$ cat config.mk
export PLATFORM = sky130hd
export DESIGN_NAME = i2c_ptr_regs
export DESIGN_NICKNAME = d
export VERILOG_FILES = /design/src/rtl/i2c_ptr_pkg.sv /design/src/rtl/i2c_ptr_fsm.sv /design/src/rtl/i2c_ptr_ctrl.sv /design/src/rtl/i2c_ptr_regs.sv
export SDC_FILE = /design/constraint.sdc
export NUM_CORES = 1
export LEC_CHECK = 0
export ABC_AREA = 1
export BUFFER_PORTS_ARGS = -buffer_cell sky130_fd_sc_hd__buf_2
export CORE_MARGIN = 2
export CORE_UTILIZATION = 45
export DETAILED_ROUTE_END_ITERATION = 16
export HOLD_SLACK_MARGIN = 0.02
export PLACE_DENSITY = 0.81
export SETUP_SLACK_MARGIN = 0.3
export SYNTH_ARGS = -nofsm -noshare
export SYNTH_HDL_FRONTEND = slang
export SYNTH_SLANG_ARGS = --single-unit
$ cat constraint.sdc
create_clock -name clk_i -period 2.2 [get_ports clk_i]
set_input_delay 0.11 -clock clk_i [delete_from_list [all_inputs] [get_ports clk_i]]
set_output_delay 0.11 -clock clk_i [all_outputs]
set_load 0.02 [all_outputs]
$ cat src/rtl/i2c_ptr_pkg.sv
package i2c_ptr_pkg;
  typedef enum logic [2:0] {
    PH_IDLE,
    PH_ADDR,
    PH_CTRL,
    PH_WDATA,
    PH_READ,
    PH_IGNORE
  } phase_e;
endpackage

$ cat src/rtl/i2c_ptr_fsm.sv
module i2c_ptr_fsm
  import i2c_ptr_pkg::*;
#(
  parameter int unsigned DATA_W = 8,
  parameter logic [6:0]  ADDR7  = 7'b1100010
) (
  input  logic              clk_i,
  input  logic              rst_ni,
  input  logic              start_i,
  input  logic              stop_i,
  input  logic              rx_valid_i,
  input  logic [DATA_W-1:0] rx_data_i,
  input  logic              tx_req_i,
  output logic              ack_o,
  output logic              ctrl_ld_o,
  output logic              wr_byte_o,
  output logic              rd_byte_o,
  output logic              rd_open_o,
  output logic              ignore_o
);
  phase_e phase_q, phase_d;
  logic   match;

  assign match = (rx_data_i[7:1] == ADDR7);

  always_comb begin
    ack_o     = rx_valid_i && (((phase_q == PH_ADDR) && match) ||
                               (phase_q == PH_CTRL) || (phase_q == PH_WDATA));
    ctrl_ld_o = rx_valid_i && (phase_q == PH_CTRL);
    wr_byte_o = rx_valid_i && (phase_q == PH_WDATA);
    rd_byte_o = tx_req_i && (phase_q == PH_READ);
    rd_open_o = rx_valid_i && (phase_q == PH_ADDR) && match && rx_data_i[0];
    ignore_o  = (phase_q == PH_IGNORE);
  end

  always_comb begin
    phase_d = phase_q;
    if (start_i) begin
      phase_d = PH_ADDR;
    end else if (stop_i) begin
      phase_d = PH_IDLE;
    end else if (rx_valid_i) begin
      unique case (phase_q)
        PH_ADDR: begin
          if (!match)           phase_d = PH_IGNORE;
          else if (rx_data_i[0]) phase_d = PH_READ;
          else                  phase_d = PH_CTRL;
        end
        PH_CTRL: phase_d = PH_WDATA;
        default: phase_d = phase_q;
      endcase
    end
  end

  always_ff @(posedge clk_i or negedge rst_ni) begin
    if (!rst_ni) phase_q <= PH_IDLE;
    else         phase_q <= phase_d;
  end
endmodule

$ cat src/rtl/i2c_ptr_ctrl.sv
module i2c_ptr_ctrl #(
  parameter int unsigned DATA_W = 8,
  parameter int unsigned PTR_W  = 3,
  parameter int unsigned AI_BIT = 4
) (
  input  logic              clk_i,
  input  logic              rst_ni,
  input  logic              start_i,
  input  logic              ctrl_ld_i,
  input  logic [DATA_W-1:0] ctrl_wdata_i,
  input  logic              wr_byte_i,
  input  logic              rd_byte_i,
  input  logic              rd_open_i,
  output logic [DATA_W-1:0] ctrl_o,
  output logic [PTR_W-1:0]  ptr_o,
  output logic              ai_o,
  output logic              adv_o
);
  logic [DATA_W-1:0] ctrl_q;
  logic              hold_q;

  assign ptr_o  = ctrl_q[PTR_W-1:0];
  assign ai_o   = ctrl_q[AI_BIT];
  assign ctrl_o = ctrl_q;
  assign adv_o  = ai_o && (wr_byte_i || (rd_byte_i && !hold_q));

  always_ff @(posedge clk_i or negedge rst_ni) begin
    if (!rst_ni) begin
      ctrl_q <= '0;
    end else if (ctrl_ld_i) begin
      ctrl_q <= ctrl_wdata_i;
    end else if (adv_o) begin
      ctrl_q[PTR_W-1:0] <= ctrl_q[PTR_W-1:0] + 1'b1;
    end
  end

  // A read opened at index 0 with auto-increment keeps polling index 0
  always_ff @(posedge clk_i or negedge rst_ni) begin
    if (!rst_ni)        hold_q <= 1'b0;
    else if (start_i)   hold_q <= 1'b0;
    else if (rd_open_i) hold_q <= ai_o && (ptr_o == '0);
  end
endmodule

$ cat src/rtl/i2c_ptr_regs.sv
module i2c_ptr_regs #(
  parameter int unsigned VARIANT  = 0,
  parameter int unsigned DATA_W   = 8,
  parameter int unsigned PTR_W    = 3,
  parameter int unsigned NUM_REGS = 6,
  parameter int unsigned AI_BIT   = 4
) (
  input  logic              clk_i,
  input  logic              rst_ni,
  input  logic              start_i,
  input  logic              stop_i,
  input  logic              rx_valid_i,
  input  logic [DATA_W-1:0] rx_data_i,
  output logic              ack_o,
  input  logic              tx_req_i,
  output logic [DATA_W-1:0] tx_data_o,
  output logic [PTR_W-1:0]  rf_addr_o,
  output logic              rf_we_o,
  output logic [DATA_W-1:0] rf_wdata_o,
  input  logic [DATA_W-1:0] rf_rdata_i
);
  localparam logic [6:0]       ADDR7    = {6'b110001, VARIANT[0]};
  localparam logic [PTR_W-1:0] LAST_IDX = PTR_W'(NUM_REGS - 1);
  localparam logic [PTR_W-1:0] RO_IDX   = '0;

  logic              ctrl_ld, wr_byte, rd_byte, rd_open, ignore_bus;
  logic              ptr_adv, ai;
  logic [PTR_W-1:0]  ptr;
  logic [DATA_W-1:0] ctrl_q;
  logic              in_map;

  i2c_ptr_fsm #(.DATA_W(DATA_W), .ADDR7(ADDR7)) u_fsm (
    .clk_i      (clk_i),
    .rst_ni     (rst_ni),
    .start_i    (start_i),
    .stop_i     (stop_i),
    .rx_valid_i (rx_valid_i),
    .rx_data_i  (rx_data_i),
    .tx_req_i   (tx_req_i),
    .ack_o      (ack_o),
    .ctrl_ld_o  (ctrl_ld),
    .wr_byte_o  (wr_byte),
    .rd_byte_o  (rd_byte),
    .rd_open_o  (rd_open),
    .ignore_o   (ignore_bus)
  );

  i2c_ptr_ctrl #(.DATA_W(DATA_W), .PTR_W(PTR_W), .AI_BIT(AI_BIT)) u_ctrl (
    .clk_i        (clk_i),
    .rst_ni       (rst_ni),
    .start_i      (start_i),
    .ctrl_ld_i    (ctrl_ld),
    .ctrl_wdata_i (rx_data_i),
    .wr_byte_i    (wr_byte),
    .rd_byte_i    (rd_byte),
    .rd_open_i    (rd_open),
    .ctrl_o       (ctrl_q),
    .ptr_o        (ptr),
    .ai_o         (ai),
    .adv_o        (ptr_adv)
  );

  assign in_map     = (ptr <= LAST_IDX);
  assign rf_addr_o  = ptr;
  assign rf_we_o    = wr_byte && in_map && (ptr != RO_IDX);
  assign rf_wdata_o = rx_data_i;
  assign tx_data_o  = in_map ? rf_rdata_i : '0;
endmodule

* Yosys cells after proc, flatten, opt, wreduce, memory -nomap -nowiden
Index checks and enable logic that the tools add are counted.
Word-level totals: flip-flop bits (word level) 9, output and inout port bits 21, logic and storage cells 46
Operators by class: add/sub/neg operators 1, magnitude comparators 1, equality and inequality tests 5, mux-type cells 11, reductions and logical operators 24
Operators by type and width (count):
- 3-bit two-way mux | 7
- 1-bit logical AND | 13
- 8-bit two-way mux | 1
- 7-bit == test (second input constant) | 1
- 3-bit by 2-bit == test with 1-bit output (second input constant) | 2
- 3-bit one-hot mux with 2 select lines | 1
- 3-bit nonzero test | 2
- 2-bit nonzero test | 2
- 4-bit nonzero test | 1
- 3-bit by 1-bit adder with 3-bit output (second input constant) | 1
- 3-bit by 1-bit == test with 1-bit output (second input constant) | 1
- 3-bit == test (second input constant) | 1
- 3-bit <= comparator (second input constant) | 1
- 3-bit logical NOT | 1
- 1-bit logical OR | 3
- 1-bit two-way mux | 2
- 2-bit AND reduction | 1
- 1-bit logical NOT | 1

* Logic depth before layout (Yosys ltp)
Gate-level depths: netlist of run 1.
depth after elaboration 7, depth in mapped cells 8, gate-level depth less buffers 8

* Hierarchy
From an unflattened synthesis of run 1, not the netlist that was laid out.
Unflattened totals: cell total of the unflattened synthesis 147, area, all modules 948.4 um2
Modules (own cells, without submodules):
- i2c_ptr_ctrl | times used 1, cells each 66, area each 506.7 um2, seq. area each 225.2 um2
- i2c_ptr_fsm | times used 1, cells each 51, area each 291.5 um2, seq. area each 75.1 um2
- i2c_ptr_regs | times used 1, cells each 30, area each 150.1 um2, seq. area each 0.0 um2

* Worst setup path after synthesis of run 1
Ideal clock, no wire load.
kind register to output, from reg u_ctrl.ctrl_q[0], in the netlist u_ctrl.ctrl_o[0], to out rf_we_o, data arrival time 1.448 ns, required time 2.090 ns, path slack 0.642 ns, stages on the path, launching flop included 6, buffers on the path 0, cell sequence dfrtp_1 inv_1 ha_1 nand2_1 nand2_1 nor3_1
Between the ends: longest elaborated chain between the ends 3, elaborated cells between the ends (all ways) 4
Ends and longest elaborated chain:
- from (decl) | line i2c_ptr_ctrl.sv:19 | logic [DATA_W-1:0] ctrl_q;
- from (signal assigned) | line i2c_ptr_ctrl.sv:31 | ctrl_q <= ctrl_wdata_i;
- from (signal, indexed assignment) | line i2c_ptr_ctrl.sv:33 | ctrl_q[PTR_W-1:0] <= ctrl_q[PTR_W-1:0] + 1'b1;
- 3-bit <= comparator | line i2c_ptr_regs.sv:63 | assign in_map = (ptr <= LAST_IDX);
- 1-bit logical AND | line i2c_ptr_regs.sv:65 | assign rf_we_o = wr_byte && in_map && (ptr != RO_IDX);
- 1-bit logical AND * | line i2c_ptr_regs.sv:65
- to (decl) | line i2c_ptr_regs.sv:18 | output logic rf_we_o,
Every way passes the cells marked *; elsewhere a longest branch is shown, timed or not.

* Worst setup path in the final report of run 1
from reg u_ctrl.ctrl_q[1], in the netlist u_ctrl.ctrl_o[1], to out rf_we_o
The elaborated chain is that of the path after synthesis.

==> results.py, run 1 <==
metrics = {
    "run": {
        "cap_violations": 0,
    },
    "floorplanning": {
        "die_h_um": 45.66,
        "io_pins": 43,
        "core-area_um2": 1670,
        "dieWidth_um": 45.66,
        "initial_core_util": 0.4674,
        "die-area_um2": 2084,
        "rows": 15,
    },
    "yosys": {
        "yosys_register_bits": 8,
        "synth_top_area_cell": "dfrtp_1",
        "synth_ff_type": "dfrtp_1",
        "synth-edff-count": 0,
        "yosys-top-cells-area": "dfrtp_1 26%, nand2_1 15%, inv_1 11%",
        "syn_avg_cell_area_um2": 6.400,
        "synthesis.nets": 147,
        "yosysTopAreaCellShare": 0.2564,
        "yosysUniqueCellTypes": 23,
        "ys_warn_count": 0,
        "syn_inst": 122,
        "async_flop_share": 1.000,
        "yosysSeqAreaShare": 0.2564,
        "synth_area_um2": 780.7,
    },
    "critical_path": {
        "critical_path.startpoint": "u_ctrl.ctrl_o[1]",
        "crit_required_ns": 2.09,
        "start_kind": "flop",
        "endpoint_kind": "output pin",
        "cp.arrival_ns": 1.61,
        "crit_end": "rf_we_o",
        "r2r_start": "u_ctrl.ctrl_o[0]",
        "reg2reg_slack_ns": 0.98,
        "rr_endpoint": "u_ctrl.ctrl_o[1]",
        "worstPathMaxFanout": 9,
        "worstSetupPathType": "reg2out",
        "ff2ff_path_depth": 6,
    },
    "detailed_routing": {
        "drtPass1Iterations": 5,
        "wire_per_inst_um": 10.22,
        "drcViolationCount": 0,
        "avgViaCountPerCell": 4.938,
        "vias": 869,
        "drtAntennaViolNets": 0,
        "drtIter0Drc": 4,
        "routed_wl_um": 1798,
    },
    "finish": {
        "drive_above_1_share": 0.3459,
        "num_antenna_cells": 0,
        "area_growth_pct": 24.68,
        "layout_commonest_cell": "buf_2",
        "final_cell_mix": "42 x buf_2, 31 x nand2_1, 22 x inv_1",
        "nets": 186,
    },
    "power": {
        "power.leakage_nw": 0.5965,
        "power.total_w": 0.0005409,
        "power.density_nw_per_um2": 555.7,
        "vdd.ir_drop.worst_v": 0.0003511,
    },
    "clock_network": {
        "cts_made_buffers": 3,
        "clockBufferDepth": 2,
        "htreeDepth": 1,
        "clk_pin_slew_worst_paths_ns": 0.05,
        "cts_tree": "done",
        "cts_num_sinks": 8,
        "clock_latency_ns": 0.24,
        "clockRootBuffer": "clkbuf_4",
        "cts_setup_buffers": 0,
    },
    "grt": {
        "globalRoute.totalOverflow": 0,
        "grt_max_degree": 10,
        "grt_pass1_vias": 778,
        "grt_pass1_wl_um": 2815,
        "antenna_found_initial": 0,
        "track_usage": 0.1857,
    },
    "sta": {
        "tightest_slew_ns": 0.3763,
        "slew_violations": 0,
        "fin_crit_ns": 1.724,
        "setup_tns_ns": 0,
        "grt_setup_unrepaired": "no",
        "hold_violations": 0,
        "holdWs_ns": 0.1455,
        "fmax_mhz": 580.0,
        "setup_viol": 0,
        "min_period_over_period": 0.7837,
        "fin_skew_ns": 0.002633,
        "max-slew-margin-rel": 0.7483,
    },
    "hold_path": {
        "worstHoldStart": "rx_data_i[4]",
        "hold_path.class": "in2reg",
    },
    "run_status": {
        "status": "finished clean",
    },
    "place": {
        "gp_congestion": 0.7697,
        "portBuffers": 42,
        "dp_hpwl_um": 1572,
    },
}
## cells by family (layout without fill, tap and decap cells)
logic type | count (synthesis) | count (layout) | synth area share
buffers and inverters | 34 | 71 | 0.2131
AO/OA/AOI/OAI | 8 | 8 | 0.07371
adder cells (fa/ha/maj) | 3 | 3 | 0.04808
AND/OR/NAND/NOR | 68 | 68 | 0.3974
flip-flops | 8 | 8 | 0.2564
XOR/XNOR | 1 | 1 | 0.01122
## worst max-delay path, stage by stage, from the launching register on
cell and delay (ns):
dfrtp_1 0.38, inv_1 0.11, ha_1 0.23, a211oi_4 0.38
nor3_1 0.11, buf_2 0.18
## area by class of cell
class | instances | area [um2]
Inverter | 25 | 95.09
Multi-Input combinational cell | 80 | 414.1
Tap cell | 17 | 21.27
Fill cell | 169 | 696.9
Clock buffer | 3 | 22.52
Timing Repair Buffer | 43 | 220.2
Sequential cell | 8 | 200.2
## flip-flops by register name, indices dropped and copies added, names as in the netlist
register	flops
u_ctrl.ctrl_o	4
u_ctrl.hold_q	1
u_fsm.phase_q	3
## where the power goes
group / internal (W) / total [W] / switching (W)
combinational: 0.0000922 / 0.000249 / 0.000157
sequential: 0.000166 / 0.000192 / 0.0000260
clock: 0.0000616 / 0.0000995 / 0.0000379
total: 0.000320 / 0.000541 / 0.000221
## worst min-delay path by stage
stage / slack [ns] / to / cells after the start
2_1_floorplan: -0.19 / u_ctrl.ctrl_o[0] / 0
3_3_place_gp: -0.05 / u_ctrl.ctrl_o[2] / 1
3_5_place_dp: -0.04 / u_ctrl.ctrl_o[2] / 1
4_1_cts: 0.14 / u_ctrl.ctrl_o[4] / 2
5_1_grt: 0.16 / u_ctrl.ctrl_o[4] / 2
6_report: 0.15 / u_ctrl.ctrl_o[4] / 2
## cells in the mapped netlist, types with 2 or more instances
| master | n |
|---|---|
| nand3_1 | 7 |
| nand3_2 | 2 |
| nand2_1 | 31 |
| nand3b_1 | 2 |
| nor2_1 | 19 |
| o21ai_0 | 5 |
| inv_2 | 2 |
| nand4_1 | 2 |
| ha_1 | 3 |
| dfrtp_1 | 8 |
| buf_4 | 8 |
| inv_1 | 22 |
## stage by stage
| step | cell area (um2) | cells | util | worst slack [ns] |
|---|---|---|---|---|
| 2_1_floorplan | 780.7 | 122 | - | 0.6416 |
| 3_3_place_gp | 940.9 | 172 | 0.5633 | 0.8319 |
| 3_5_place_dp | 940.9 | 172 | 0.5633 | 0.7385 |
| 4_1_cts | 973.4 | 176 | 0.5828 | 0.4662 |
| 5_1_grt | 973.4 | 176 | 0.5828 | 0.3543 |
| 6_report | 973.4 | 176 | 0.5828 | 0.4759 |
## what timing repair did
item                       CTS  global route
resized for setup            0             0
setup endpoints to repair    0             0
hold buffers                 1             0
hold endpoints to repair     8             0
## metal layers
metal	global-route usage	share of wire	vias up
li1	-	-	439
met5	0	0	-
met3	0.01190	0.081	2
met2	0.3606	0.52	36
met1	0.1975	0.39	392
met4	0.08824	0.0056	0
Power figures use the tool's default switching activity.
==> run 2, diff against run 1 <==
--- a/config.mk
+++ b/config.mk
@@ -8,10 +8,10 @@
 export ABC_AREA = 1
 export BUFFER_PORTS_ARGS = -buffer_cell sky130_fd_sc_hd__buf_2
 export CORE_MARGIN = 2
-export CORE_UTILIZATION = 45
+export CORE_UTILIZATION = 39
 export DETAILED_ROUTE_END_ITERATION = 16
 export HOLD_SLACK_MARGIN = 0.02
-export PLACE_DENSITY = 0.81
+export PLACE_DENSITY = 0.74
 export SETUP_SLACK_MARGIN = 0.3
 export SYNTH_ARGS = -nofsm -noshare
 export SYNTH_HDL_FRONTEND = slang
==> constraint.sdc (replaced) <==
create_clock -name clk_i -period 1.5 [get_ports clk_i]
set_input_delay 0.075 -clock clk_i [delete_from_list [all_inputs] [get_ports clk_i]]
set_output_delay 0.075 -clock clk_i [all_outputs]
set_load 0.02 [all_outputs]
==> run 2 against run 1 <==
Against the previous run:
- worst hold slack got worse by 0.076 ns
- via count increased by 6.3%
- combinational power increased by 130%
- critical path depth unchanged
- first-iteration DRC count increased to 3.5 times the previous value
- worst setup slack got worse by 0.47 ns
- final cell count increased by 14%
- largest power group unchanged
- clock power increased by 92%
- non-clock buffer count increased by 13
==> results.py, run 2 (synthesis results as in run 1) <==
metrics = {
    "power": {
        "power.density_nw_per_um2": 800.6,
        "vdd.ir_drop.worst_v": 0.0007322,
        "power.leakage_nw": 0.6892,
        "power.total_w": 0.001049,
    },
    "detailed_routing": {
        "drtAntennaViolNets": 0,
        "routed_wl_um": 2205,
        "wire_per_inst_um": 11.03,
        "vias": 924,
        "drtPass1Iterations": 4,
        "avgViaCountPerCell": 4.620,
        "drtIter0Drc": 14,
        "drcViolationCount": 0,
    },
    "floorplanning": {
        "io_pins": 43,
        "initial_core_util": 0.4063,
        "dieWidth_um": 48.74,
        "die-area_um2": 2376,
        "core-area_um2": 1922,
        "die_h_um": 48.74,
        "rows": 16,
    },
    "sta": {
        "grt_setup_unrepaired": "yes",
        "setup_tns_ns": 0,
        "fmax_mhz": 671.4,
        "fin_crit_ns": 1.490,
        "max-slew-margin-rel": 0.8108,
        "fin_skew_ns": 0.01667,
        "min_period_over_period": 0.9930,
        "setup_slack_ns": 0.01048,
        "tightest_slew_ns": 0.2828,
        "setup_viol": 0,
        "hold_violations": 0,
        "slew_violations": 0,
    },
    "finish": {
        "largest_register_ffs": 4,
        "nets": 199,
        "layout_commonest_cell": "buf_2",
        "final_cell_mix": "32 x buf_2, 23 x nand2_1, 18 x inv_1",
        "post-route-util": 0.6816,
        "drive_above_1_share": 0.5838,
        "design_area_um2": 1310,
        "num_antenna_cells": 0,
        "area_growth_pct": 67.79,
    },
    "place": {
        "place_ws_ns": 0.1191,
        "dp_hpwl_um": 1519,
        "gp_congestion": 0.7964,
        "portBuffers": 42,
        "place_area_um2": 989.7,
    },
    "critical_path": {
        "start_kind": "flop",
        "crit_required_ns": 1.42,
        "cp.arrival_ns": 1.41,
        "crit_family": "flip-flops",
        "critPathBufInv": 2,
        "slowest_delay_ns": 0.44,
        "worstPathMaxFanout": 6,
        "endpoint_kind": "output pin",
        "slowest_stage": "dfrtp_2",
        "cpMostUsedCell": "buf_6",
        "worstSetupPathType": "reg2out",
        "path_cells": "ha_4 > a211oi_4 > buf_6 > nor2_2 > buf_6",
    },
    "clock_network": {
        "clockBufferDepth": 2,
        "clock_latency_ns": 0.27,
        "cts_made_buffers": 3,
        "cts_num_sinks": 8,
        "htreeDepth": 1,
        "clk_pin_slew_worst_paths_ns": 0.07,
        "clockRootBuffer": "clkbuf_4",
        "cts_tree": "done",
    },
    "run_status": {
        "status": "finished clean",
    },
    "run": {
        "cap_violations": 0,
    },
    "grt": {
        "track_usage": 0.1790,
        "grt_max_degree": 9,
        "grt_pass1_wl_um": 3339,
        "globalRoute.totalOverflow": 0,
        "antenna_found_initial": 0,
        "grt_pass1_vias": 818,
    },
    "hold_path": {
        "hold_path.class": "in2reg",
    },
}
-- run 2: changes by cell type in the layout (fill, tap and decap cells not counted), moves of 4 or more --
cell | before | now
dfrtp_2 | 0 | 4
nand2_2 | 1 | 8
inv_1 | 22 | 18
nand2_1 | 31 | 23
dfrtp_1 | 8 | 4
buf_2 | 42 | 32
nor2_2 | 1 | 8
buf_6 | 0 | 16
nor2_1 | 19 | 10
o21ai_0 | 5 | 1
buf_4 | 0 | 7
-- run 2: worst paths after layout --
path	startpoint	to	slack [ns]	cells after the start
min in group asynchronous	rst_ni	u_ctrl.ctrl_o[0]	0.16	2
min reg2reg	u_fsm.phase_q[2]	u_fsm.phase_q[2]	0.51	2
max in group asynchronous	rst_ni	u_fsm.phase_q[1]	1.13	2
max	u_ctrl.ctrl_o[0]	tx_data_o[3]	0.01	5
min	rx_data_i[4]	u_ctrl.ctrl_o[4]	0.07	2
max reg2reg	u_fsm.phase_q[1]	u_ctrl.ctrl_o[2]	0.27	8
-- run 2: layout make-up --
class	instances	area [um2]
clock buffers	4	26.28
flip-flops and latches	8	205.2
fillers	167	611.8
well taps	27	33.78
multi-input cells	80	543.0
repair buffers	56	402.9
inverters	25	98.84
-- run 2: timing repair --
item / 4_1_cts / 5_1_grt
endpoints found under the setup margin: 11 / 17
hold endpoints to repair: 8 / 0
resized for setup: 18 / 45
hold buffers: 1 / 0
buffers inserted: 9 / 4
pin swaps: 6 / 12
-- run 2: per-stage QoR --
stage / hold slack, ns / cells
2_1_floorplan: -0.2206 / 122
3_3_place_gp: -0.07574 / 182
3_5_place_dp: -0.07189 / 182
4_1_cts: 0.06895 / 196
5_1_grt: 0.08649 / 200
6_report: 0.06996 / 200
-- run 2: per-layer routing --
layer | global-route usage | vias to the layer above | routed length (um) | part of all wire
li1 | - | 465 | - | -
met2 | 0.3447 | 29 | 1269 | 0.58
met1 | 0.1934 | 428 | 829 | 0.38
met3 | 0.04321 | 2 | 93 | 0.042
met5 | 0 | - | 0 | 0
met4 | 0.04286 | 0 | 13 | 0.0059
-- run 2: power by group --
part / internal (W) / switching, W
Combinational: 0.000255 / 0.000320
Sequential: 0.000248 / 0.0000334
Clock: 0.000102 / 0.0000891
Total: 0.000606 / 0.000443
